## src/rtl/pic_pkg.sv

```systemverilog
package pic_pkg;

    typedef enum logic [1:0] {
        LVL_NONE = 2'd0,
        LVL_LOW  = 2'd1,
        LVL_HIGH = 2'd2,
        LVL_NMI  = 2'd3
    } lvl_e;

    typedef struct packed {
        lvl_e lvl;
        logic ie;
    } isr_ent_t;

    localparam int ISR_DEPTH = 3;
    localparam int SP_W      = $clog2(ISR_DEPTH + 1);

    function automatic lvl_e level_of(input logic hi);
        return hi ? LVL_HIGH : LVL_LOW;
    endfunction

endpackage

```

## src/rtl/pic_flag_bank.sv

```systemverilog
module pic_flag_bank #(
    parameter int N = 8
) (
    input  logic         clk,
    input  logic         rst,
    input  logic [N-1:0] set_vec,
    input  logic [N-1:0] clr_vec,
    input  logic         nmi_set,
    input  logic         nmi_clr,
    output logic [N-1:0] flags,
    output logic         nmi_pend
);
    logic [N-1:0] flags_q;
    logic         nmi_q;

    generate
        for (genvar g = 0; g < N; g++) begin : g_bit
            always_ff @(posedge clk) begin
                if (rst)
                    flags_q[g] <= 1'b0;
                else if (set_vec[g])
                    flags_q[g] <= 1'b1;
                else if (clr_vec[g])
                    flags_q[g] <= 1'b0;
            end
        end
    endgenerate

    always_ff @(posedge clk) begin
        if (rst)
            nmi_q <= 1'b0;
        else if (nmi_set)
            nmi_q <= 1'b1;
        else if (nmi_clr)
            nmi_q <= 1'b0;
    end

    assign flags    = flags_q;
    assign nmi_pend = nmi_q;
endmodule

```

## src/rtl/pic_resolver.sv

```systemverilog
module pic_resolver #(
    parameter int N  = 8,
    parameter int VW = $clog2(N + 1)
) (
    input  logic [N-1:0]  active,
    input  logic [N-1:0]  prio,
    output logic          win_valid,
    output logic          win_hi,
    output logic [VW-1:0] win_idx
);
    logic [N-1:0]  hi_set;
    logic [N-1:0]  pool;
    logic [VW-1:0] idx;

    assign hi_set = active & prio;
    assign pool   = (|hi_set) ? hi_set : active;

    always_comb begin
        idx = '0;
        for (int i = N - 1; i >= 0; i--) begin
            if (pool[i])
                idx = VW'(i);
        end
    end

    assign win_valid = |active;
    assign win_hi    = |hi_set;
    assign win_idx   = idx;
endmodule

```

## src/rtl/pic_isr_stack.sv

```systemverilog
module pic_isr_stack
    import pic_pkg::*;
(
    input  logic            clk,
    input  logic            rst,
    input  logic            push,
    input  isr_ent_t        push_ent,
    input  logic            pop,
    output isr_ent_t        top_ent,
    output logic [SP_W-1:0] depth
);
    isr_ent_t        ent_q [ISR_DEPTH];
    logic [SP_W-1:0] sp_q;

    always_ff @(posedge clk) begin
        if (rst)
            sp_q <= '0;
        else if (push && sp_q != SP_W'(ISR_DEPTH))
            sp_q <= sp_q + 1'b1;
        else if (pop && sp_q != '0)
            sp_q <= sp_q - 1'b1;
    end

    generate
        for (genvar j = 0; j < ISR_DEPTH; j++) begin : g_ent
            always_ff @(posedge clk) begin
                if (rst)
                    ent_q[j] <= '{lvl: LVL_NONE, ie: 1'b0};
                else if (push && sp_q == SP_W'(j))
                    ent_q[j] <= push_ent;
            end
        end
    endgenerate

    always_comb begin
        top_ent = '{lvl: LVL_NONE, ie: 1'b0};
        for (int j = 0; j < ISR_DEPTH; j++) begin
            if (sp_q == SP_W'(j + 1))
                top_ent = ent_q[j];
        end
    end

    assign depth = sp_q;
endmodule

```

## src/rtl/prio_irq_ctrl.sv

```systemverilog
module prio_irq_ctrl
    import pic_pkg::*;
#(
    parameter int N  = 8,
    parameter int VW = $clog2(N + 1)
) (
    input  logic          clk,
    input  logic          rst,
    input  logic [N-1:0]  req_pulse_i,
    input  logic [N-1:0]  sw_set_i,
    input  logic [N-1:0]  sw_clr_i,
    input  logic          mask_we_i,
    input  logic [N-1:0]  mask_wd_i,
    input  logic          prio_we_i,
    input  logic [N-1:0]  prio_wd_i,
    input  logic          ie_set_i,
    input  logic          ie_clr_i,
    input  logic          ack_i,
    input  logic          reti_i,
    input  logic          nmi_i,
    output logic          irq_o,
    output logic [VW-1:0] vec_o,
    output logic          wake_o,
    output logic          ie_o,
    output logic [N-1:0]  flags_o,
    output logic [N-1:0]  mask_o,
    output logic [N-1:0]  prio_o,
    output logic [1:0]    isr_lvl_o,
    output logic [1:0]    isr_depth_o
);
    logic [N-1:0]    mask_q, prio_q, flags, active, ack_clr;
    logic            ie_q, nmi_pend;
    logic            win_valid, win_hi;
    logic [VW-1:0]   win_idx;
    lvl_e            win_lvl;
    isr_ent_t        top_ent, push_ent;
    logic [SP_W-1:0] depth;
    logic            fwd_nmi, fwd_mask, take, pop;

    always_ff @(posedge clk) begin
        if (rst) begin
            mask_q <= '1;
            prio_q <= '0;
        end else begin
            if (mask_we_i) mask_q <= mask_wd_i;
            if (prio_we_i) prio_q <= prio_wd_i;
        end
    end

    assign active = flags & ~mask_q;

    pic_resolver #(.N(N), .VW(VW)) u_res (
        .active    (active),
        .prio      (prio_q),
        .win_valid (win_valid),
        .win_hi    (win_hi),
        .win_idx   (win_idx)
    );

    assign win_lvl  = level_of(win_hi);
    assign fwd_nmi  = nmi_pend && (top_ent.lvl != LVL_NMI);
    assign fwd_mask = win_valid && ie_q && (win_lvl > top_ent.lvl);
    assign take     = ack_i && (fwd_nmi || fwd_mask);
    assign pop      = reti_i && !take && (depth != '0);
    assign ack_clr  = (take && !fwd_nmi) ? (N'(1) << win_idx) : '0;

    always_comb begin
        push_ent.lvl = fwd_nmi ? LVL_NMI : win_lvl;
        push_ent.ie  = ie_q;
    end

    pic_flag_bank #(.N(N)) u_flags (
        .clk      (clk),
        .rst      (rst),
        .set_vec  (req_pulse_i | sw_set_i),
        .clr_vec  (sw_clr_i | ack_clr),
        .nmi_set  (nmi_i),
        .nmi_clr  (take && fwd_nmi),
        .flags    (flags),
        .nmi_pend (nmi_pend)
    );

    pic_isr_stack u_stk (
        .clk      (clk),
        .rst      (rst),
        .push     (take),
        .push_ent (push_ent),
        .pop      (pop),
        .top_ent  (top_ent),
        .depth    (depth)
    );

    always_ff @(posedge clk) begin
        if (rst)
            ie_q <= 1'b0;
        else if (take)
            ie_q <= 1'b0;
        else if (pop)
            ie_q <= top_ent.ie;
        else if (ie_clr_i)
            ie_q <= 1'b0;
        else if (ie_set_i)
            ie_q <= 1'b1;
    end

    assign irq_o       = fwd_nmi || fwd_mask;
    assign vec_o       = fwd_nmi ? VW'(N) : (fwd_mask ? win_idx : '0);
    assign wake_o      = (|active) || nmi_pend;
    assign ie_o        = ie_q;
    assign flags_o     = flags;
    assign mask_o      = mask_q;
    assign prio_o      = prio_q;
    assign isr_lvl_o   = top_ent.lvl;
    assign isr_depth_o = 2'(depth);
endmodule

```

## config.mk

```make
export PLATFORM = sky130hd
export DESIGN_NAME = prio_irq_ctrl
export DESIGN_NICKNAME = d
export VERILOG_FILES = /design/src/rtl/pic_pkg.sv /design/src/rtl/pic_flag_bank.sv /design/src/rtl/pic_resolver.sv /design/src/rtl/pic_isr_stack.sv /design/src/rtl/prio_irq_ctrl.sv
export SDC_FILE = /design/constraint.sdc
export NUM_CORES = 1
export LEC_CHECK = 0
export ABC_AREA = 1
export BUFFER_PORTS_ARGS = -buffer_cell sky130_fd_sc_hd__buf_2
export CAP_MARGIN = 30
export CORE_MARGIN = 1
export CORE_UTILIZATION = 45
export CTS_BUF_LIST = sky130_fd_sc_hd__clkbuf_8
export DETAILED_ROUTE_END_ITERATION = 6
export MAX_ROUTING_LAYER = met4
export PLACE_DENSITY_LB_ADDON = 0.08
export SETUP_SLACK_MARGIN = 0.3
export SLEW_MARGIN = 25
export SYNTH_ARGS = -nofsm -noshare
export SYNTH_HDL_FRONTEND = slang
export SYNTH_SLANG_ARGS = --single-unit
```

## constraint.sdc

```tcl
create_clock -name clk -period 3.15 [get_ports clk]
set_input_delay 0.1575 -clock clk [delete_from_list [all_inputs] [get_ports clk]]
set_output_delay 0.1575 -clock clk [all_outputs]
set_load 0.005 [all_outputs]
```

-- Yosys cells after proc, flatten, opt, wreduce, memory -nomap -nowiden
Memory sizes are Yosys's and may differ from the RTL's.
Index checks and enable logic that the tools add are counted.
- bits in registers: 28
- bits in latches: 0
- RAM bits: 9
- bits in read-only memories: 0
- output and inout bits: 35
- word-level logic and storage cells: 118
- memories: 1
- memories (name ; depth ; bits a word ; rd ports ; clocked after memory_dff ; write ports ; line ; text):
    u_stk.ent_q ; 3 ; 3 ; 3 ; 0 ; 3 ; pic_isr_stack.sv:12 ; isr_ent_t ent_q [ISR_DEPTH];
- add/subtract/negate cells: 2
- $mul: 0
- div/mod/pow operators: 0
- $lt $le $gt $ge: 1
- equal/unequal tests: 5
- shift-type cells: 1
- mux-type cells: 54
- bitwise gates (word level): 8
- reductions and logical operators: 33
- operators by type and width (operator ; count):
    $mux 3 ; 14
    $mux 1 ; 32
    $reduce_bool 2->1 ; 11
    $and 8x8->8 ; 2
    $mux 8 ; 2
    $or 8x8->8 ; 2
    $reduce_or 8->1 ; 2
    $logic_and 1x1->1 ; 13
    $mux 2 ; 4
    $mux 4 ; 2
    $not 8->8 ; 1
    $shl 1x4->8 const A ; 1
    $eq 2x2->1 const B ; 2
    $ne 2x2->1 const B ; 2
    $or 1x1->1 ; 3
    $reduce_bool 3->1 ; 1
    $add 2x1->2 const B ; 1
    $eq 2x1->1 const B ; 1
    $gt 2x2->1 ; 1
    $logic_not 1->1 ; 2
    $logic_not 2->1 ; 1
    $logic_or 1x1->1 ; 2
    $reduce_or 2->1 ; 1
    $sub 2x1->2 const B ; 1

-- Depth between registers and ports, before layout
- depth after elaboration: 18
- mapped depth: 20
- mapped depth without buffers: 20

-- By module
From an unflattened synthesis, not the netlist that was laid out.
- cell total of the unflattened synthesis: 349
- area total of the unflattened synthesis: 2352.3 um2
- modules (own cells, without submodules) (module ; times used ; cells each ; area an instance (um2) ; sequential area each (um2)):
    prio_irq_ctrl ; 1 ; 181 ; 1098.6 ; 340.3
    pic_isr_stack ; 1 ; 69 ; 613.1 ; 310.3
    pic_flag_bank ; 1 ; 46 ; 371.6 ; 180.2
    pic_resolver ; 1 ; 53 ; 269.0 ; 0.0

-- Least setup slack after synthesis
Ideal clock, no wire load.
- kind: register to register
- start point: register u_stk.sp_q[0] (netlist: u_stk.depth[0])
- end point: memory u_stk.ent_q[0][0] in the netlist's numbering (enable)
- arrival: 2322 ps
- data required time: 2806 ps
- path slack: 484 ps
- stages on the path, launching flop included: 16
- path buffers: 0
- clock period less this slack: 2666 ps
- path through: dfxtp_1 -> inv_1 -> ha_1 -> inv_2 -> nand3_2 -> a31oi_4 -> inv_1 -> ha_1 -> inv_1 -> nor2_1 -> nor2_1 -> a21oi_1 -> nand3_2 -> nand2_4 -> nand2_8 -> o21ai_0
- RTL lines (item ; line ; text):
    start, declared ; pic_isr_stack.sv:13 ; logic [SP_W-1:0] sp_q;
    start signal, assigned ; pic_isr_stack.sv:19 ; sp_q <= sp_q + 1'b1;
    start signal, assigned ; pic_isr_stack.sv:21 ; sp_q <= sp_q - 1'b1;
    end, declared ; pic_isr_stack.sv:12 ;

-- Worst setup path after layout
- start point: register u_stk.sp_q[0] (netlist: u_stk.depth[0])
- end point: register u_flags.flags_q[5] (netlist: u_flags.flags[5])
- word-level cells in the longest chain between the ends: 12
- elaborated cells on any way between the ends: 17
- classes of those cells: order compare (1); eq/ne (4); mux (4); bitwise (1); reduce/logical (7)
- RTL lines (item ; line ; text):
    $eq 2x1->1 ; pic_isr_stack.sv:38 ; if (sp_q == SP_W'(j + 1))
    $mux 3 (2 in a row) ; pic_isr_stack.sv:38 ;
    $mux 3 * ; pic_isr_stack.sv:38 ;
    $gt 2x2->1 or $ne 2x2->1 (tied branches) ; prio_irq_ctrl.sv:62, prio_irq_ctrl.sv:61 ;
    $logic_and 1x1->1, on equally long branches ; prio_irq_ctrl.sv:62, prio_irq_ctrl.sv:61 ;
    $logic_or 1x1->1 ; prio_irq_ctrl.sv:63 ; assign take = ack_i && (fwd_nmi || fwd_mask);
    $logic_and 1x1->1 ; prio_irq_ctrl.sv:63 ;
    $logic_and 1x1->1 * ; prio_irq_ctrl.sv:65 ; assign ack_clr = (take && !fwd_nmi) ? (N'(1) << win_idx) : '0;
    $mux 8 * ; prio_irq_ctrl.sv:65 ;
    $or 8x8->8 * ; prio_irq_ctrl.sv:76 ; .clr_vec (sw_clr_i | ack_clr),
    $reduce_bool 2->1 (no line) * ; - ;
    end signal, assigned by index ; pic_flag_bank.sv:20 ; flags_q[g] <= 1'b0;
    end signal, assigned by index ; pic_flag_bank.sv:22 ; flags_q[g] <= 1'b1;
    end signal, assigned by index ; pic_flag_bank.sv:24 ; flags_q[g] <= 1'b0;
    end, declared ; pic_flag_bank.sv:13 ; logic [N-1:0] flags_q;
Every way passes the cells marked *; elsewhere a longest branch is shown, timed or not.
A chain may end at the register's enable or synchronous reset.

==> qor.csv <==
metric,value,unit
net switching power,420,uW
Post-DP HPWL,4200,um
chip width,71.5,um
Worst path slowest cell,dfxtp_4,
Final nets,427,
synth-to-layout area growth,28.5,%
vias post-DR,2104,
total power,1.25,mW
Initial Utilization,0.483,
die height,71.5,um
die area,0.00512,mm2
Clock Skew,0.00929,ns
"Largest stage delay, worst path",0.37,ns
share of cells above drive strength 1,0.394,
Yosys cell types,31,
Slew @ Worst Pin,0.446,ns
clock share of power,0.253,
largest net degree at the start of global routing,21,
CTS tree,yes,
fmax,0.375,GHz
ys flop type,dfxtp_1,
Synth Register Bits,37,
Yosys warnings,0,
Critical Path RT,3.30,ns
Internal,829,uW
Top Ports,84,
DR vias/cell,4.95,
Final Max Slew Viols,0,
# rows,24,
RSZ-0062 raised after global routing,no,
hold-fix buffers at CTS,0,
HP Start,nmi_i,
asr flop ratio synth,0,
CP max FO,6,
CP Data Arrival Time,2.82,ns
Clock Path Buffers,2,
Fin Hold WS,0.0833,ns
Buffers on Ports,83,
CORE AREA,0.00450,mm2
reg2reg setup slack,0.49,ns
HP Class,primary input to flip-flop,
Detailed Route Iter0 Violations,97,
max-cap violations,0,
crit-path cells,inv_1 -> ha_4 -> inv_2 -> nand3_2 -> a31oi_4 -> inv_2 -> ha_4 -> inv_1 -> nor2_1 -> nor2_1 -> a21oi_2 -> nand3_2 -> nand2_4 -> nand2_8 -> inv_6 -> nand2_4 -> nor2_4 -> nand4_1 -> nand2_1 -> a21oi_1,
setup TNS,0,ns
power per cell area,447,mW/mm2
Total GRT Usage,0.216,
reg2reg path depth,20,
vias in the first global route,1797,
Max H-tree Level,2,
clk_lat worst skew,0.29,ns
TritonCTS Buffers,5,
Root Buffer,clkbuf_8,
critical path type,flip-flop to flip-flop,
Syn Nets,339,
"Endpoint, Worst Hold",u_flags.nmi_pend,
mean area per synthesized cell,7.66,um2
Syn Inst Count,284,
Worst slew margin,0.703,
register area share after synthesis,0.382,
drt total wl,5290,um
initial antenna violation count,0,
"EDFF count, synth",9,
worst vdd ir,316,uV
sequential power share,0.446,
setup violators final,0,
worst r2r dst,u_flags.flags[5],
Final Hold Fails,0,
Worst setup EP type,flip-flop,
number of routed nets with antenna violations,0,
reg2reg start,u_stk.depth[0],
"Cell Area, Synth",0.00218,mm2
Setup crit start kind,flip-flop,
Congestion Overflow GR,0,
Final min period,2.66,ns
post-DR wirelength/cell,12.4,um
outcome,finished clean,
period utilisation layout,0.846,
Static Leak,1.42,nW
Comb pwr share,0.302,
Placer Congestion,0.914,
hold depth,3,
global-route wire length before repair,8220,um
Initial DRT Pass Iterations,4,
Remaining DRCs,0,
Switching Share,0.336,
clk sinks,37,
Ant. Diodes,0,
Clock transition at path regs,0.08,ns
cell usage after synthesis (2+ instances only):
master	count	area (um2)
a21oi_1	21	105
a21oi_2	6	52.6
clkbuf_1	3	11.3
dfxtp_1	28	561
edfxtp_1	9	270
ha_1	6	75.1
inv_1	25	93.8
inv_2	8	30.0
nand2_1	35	131
nand2_2	11	68.8
nand2_4	5	56.3
nand3_1	24	120
nand3_2	6	60.1
nand3b_1	4	30.0
nand4_1	3	18.8
nor2_1	53	199
nor2_4	2	22.5
nor2_8	2	40.0
nor3_1	2	10.0
o21ai_0	20	100
kinds of logic (layout without fill, tap and decap cells):
| group | Yosys count | after routing | share of synthesized area |
|---|---|---|---|
| AO/OA/AOI/OAI | 51 | 51 | 0.139 |
| buffers and inverters | 39 | 128 | 0.0713 |
| flip-flops | 37 | 37 | 0.382 |
| adder cells (fa/ha/maj) | 6 | 6 | 0.0345 |
| AND/OR/NAND/NOR | 150 | 150 | 0.368 |
| multiplexers | 1 | 1 | 0.00518 |
what timing repair did:
action,in CTS,in global routing
gates cloned,0,0
endpoints found under the setup margin,11,22
pin swaps,0,1
resized for setup,1,12
setup buffers,0,3
critical path: cells and delay by family, from the launching register on:
family | cells | cell delay, ns
flip-flops | 1 | 0.37
AO/OA/AOI/OAI | 3 | 0.42
adder cells (fa/ha/maj) | 2 | 0.45
AND/OR/NAND/NOR | 10 | 0.92
buffers and inverters | 5 | 0.35
worst max path at each step:
stage	from	endpoint	slack (ns)	depth (start not counted)
after floorplan	u_stk.depth[0]	u_stk.ent_q[0][0]	0.48	15
after global placement	u_stk.depth[0]	u_flags.flags[3]	0.40	20
after detailed placement	u_stk.depth[0]	u_flags.flags[7]	0.28	20
after CTS	u_stk.depth[0]	u_flags.flags[7]	0.35	20
after global routing	u_stk.depth[0]	u_stk.ent_q[0][0]	0.26	15
final	u_stk.depth[0]	u_flags.flags[5]	0.49	20
cells in the final DEF, fill, tap and decap left out, types with 2 or more instances in the layout:
cell	n
inv_1	26
buf_2	83
nand3_1	23
edfxtp_1	9
ha_1	3
nor2_4	2
inv_2	9
buf_4	3
nand2_1	35
nand2_4	5
a21oi_1	20
nand3b_1	4
nor2_1	53
nor3_1	2
dfxtp_1	26
nand2_2	11
nor2_8	2
nand4_1	3
clkbuf_8	5
nand3_2	7
o21ai_0	19
a21oi_2	6
ha_4	3
layer usage:
metal,part of all wire,global-route usage
met1,0.51,0.324
met5,0,-
met2,0.40,0.288
met4,0.0089,0.0675
met3,0.079,0.0464
layout make-up:
cell class | instances | area (um2)
inverter | 34 | 133
fill | 403 | 1710
multi-input combinational | 208 | 1240
tap | 52 | 65.1
clock inverter | 3 | 12.5
clock buffer | 5 | 68.8
sequential | 37 | 836
timing repair buffer | 86 | 438
power groups by stage:
stage          sequential (mW)  clock (mW)  combinational, mW
2_1_floorplan            0.560           0              0.231
6_report                 0.556       0.315              0.377
3_5_place_dp             0.565           0              0.342
3_3_place_gp             0.564           0              0.339
4_1_cts                  0.555       0.322              0.343
5_1_grt                  0.561       0.339              0.422
state kept, by name, summed over array words and instances, names as in the netlist:
| register | count |
|---|---|
| u_stk.depth | 2 |
| ie_o | 1 |
| mask_o | 8 |
| u_flags.nmi_pend | 1 |
| u_stk.ent_q | 9 |
| prio_o | 8 |
| u_flags.flags | 8 |
per-stage QoR:
| step | std cells | worst slack, ns | utilization | instance area [um2] |
|---|---|---|---|---|
| after floorplan | 284 | 0.484 | - | 2180 |
| after global placement | 414 | 0.398 | 0.585 | 2630 |
| after detailed placement | 414 | 0.282 | 0.585 | 2630 |
| after CTS | 422 | 0.348 | 0.603 | 2720 |
| after global routing | 425 | 0.263 | 0.621 | 2800 |
| final | 425 | 0.486 | 0.621 | 2800 |
Note: power is estimated with default switching activity, not from simulation.
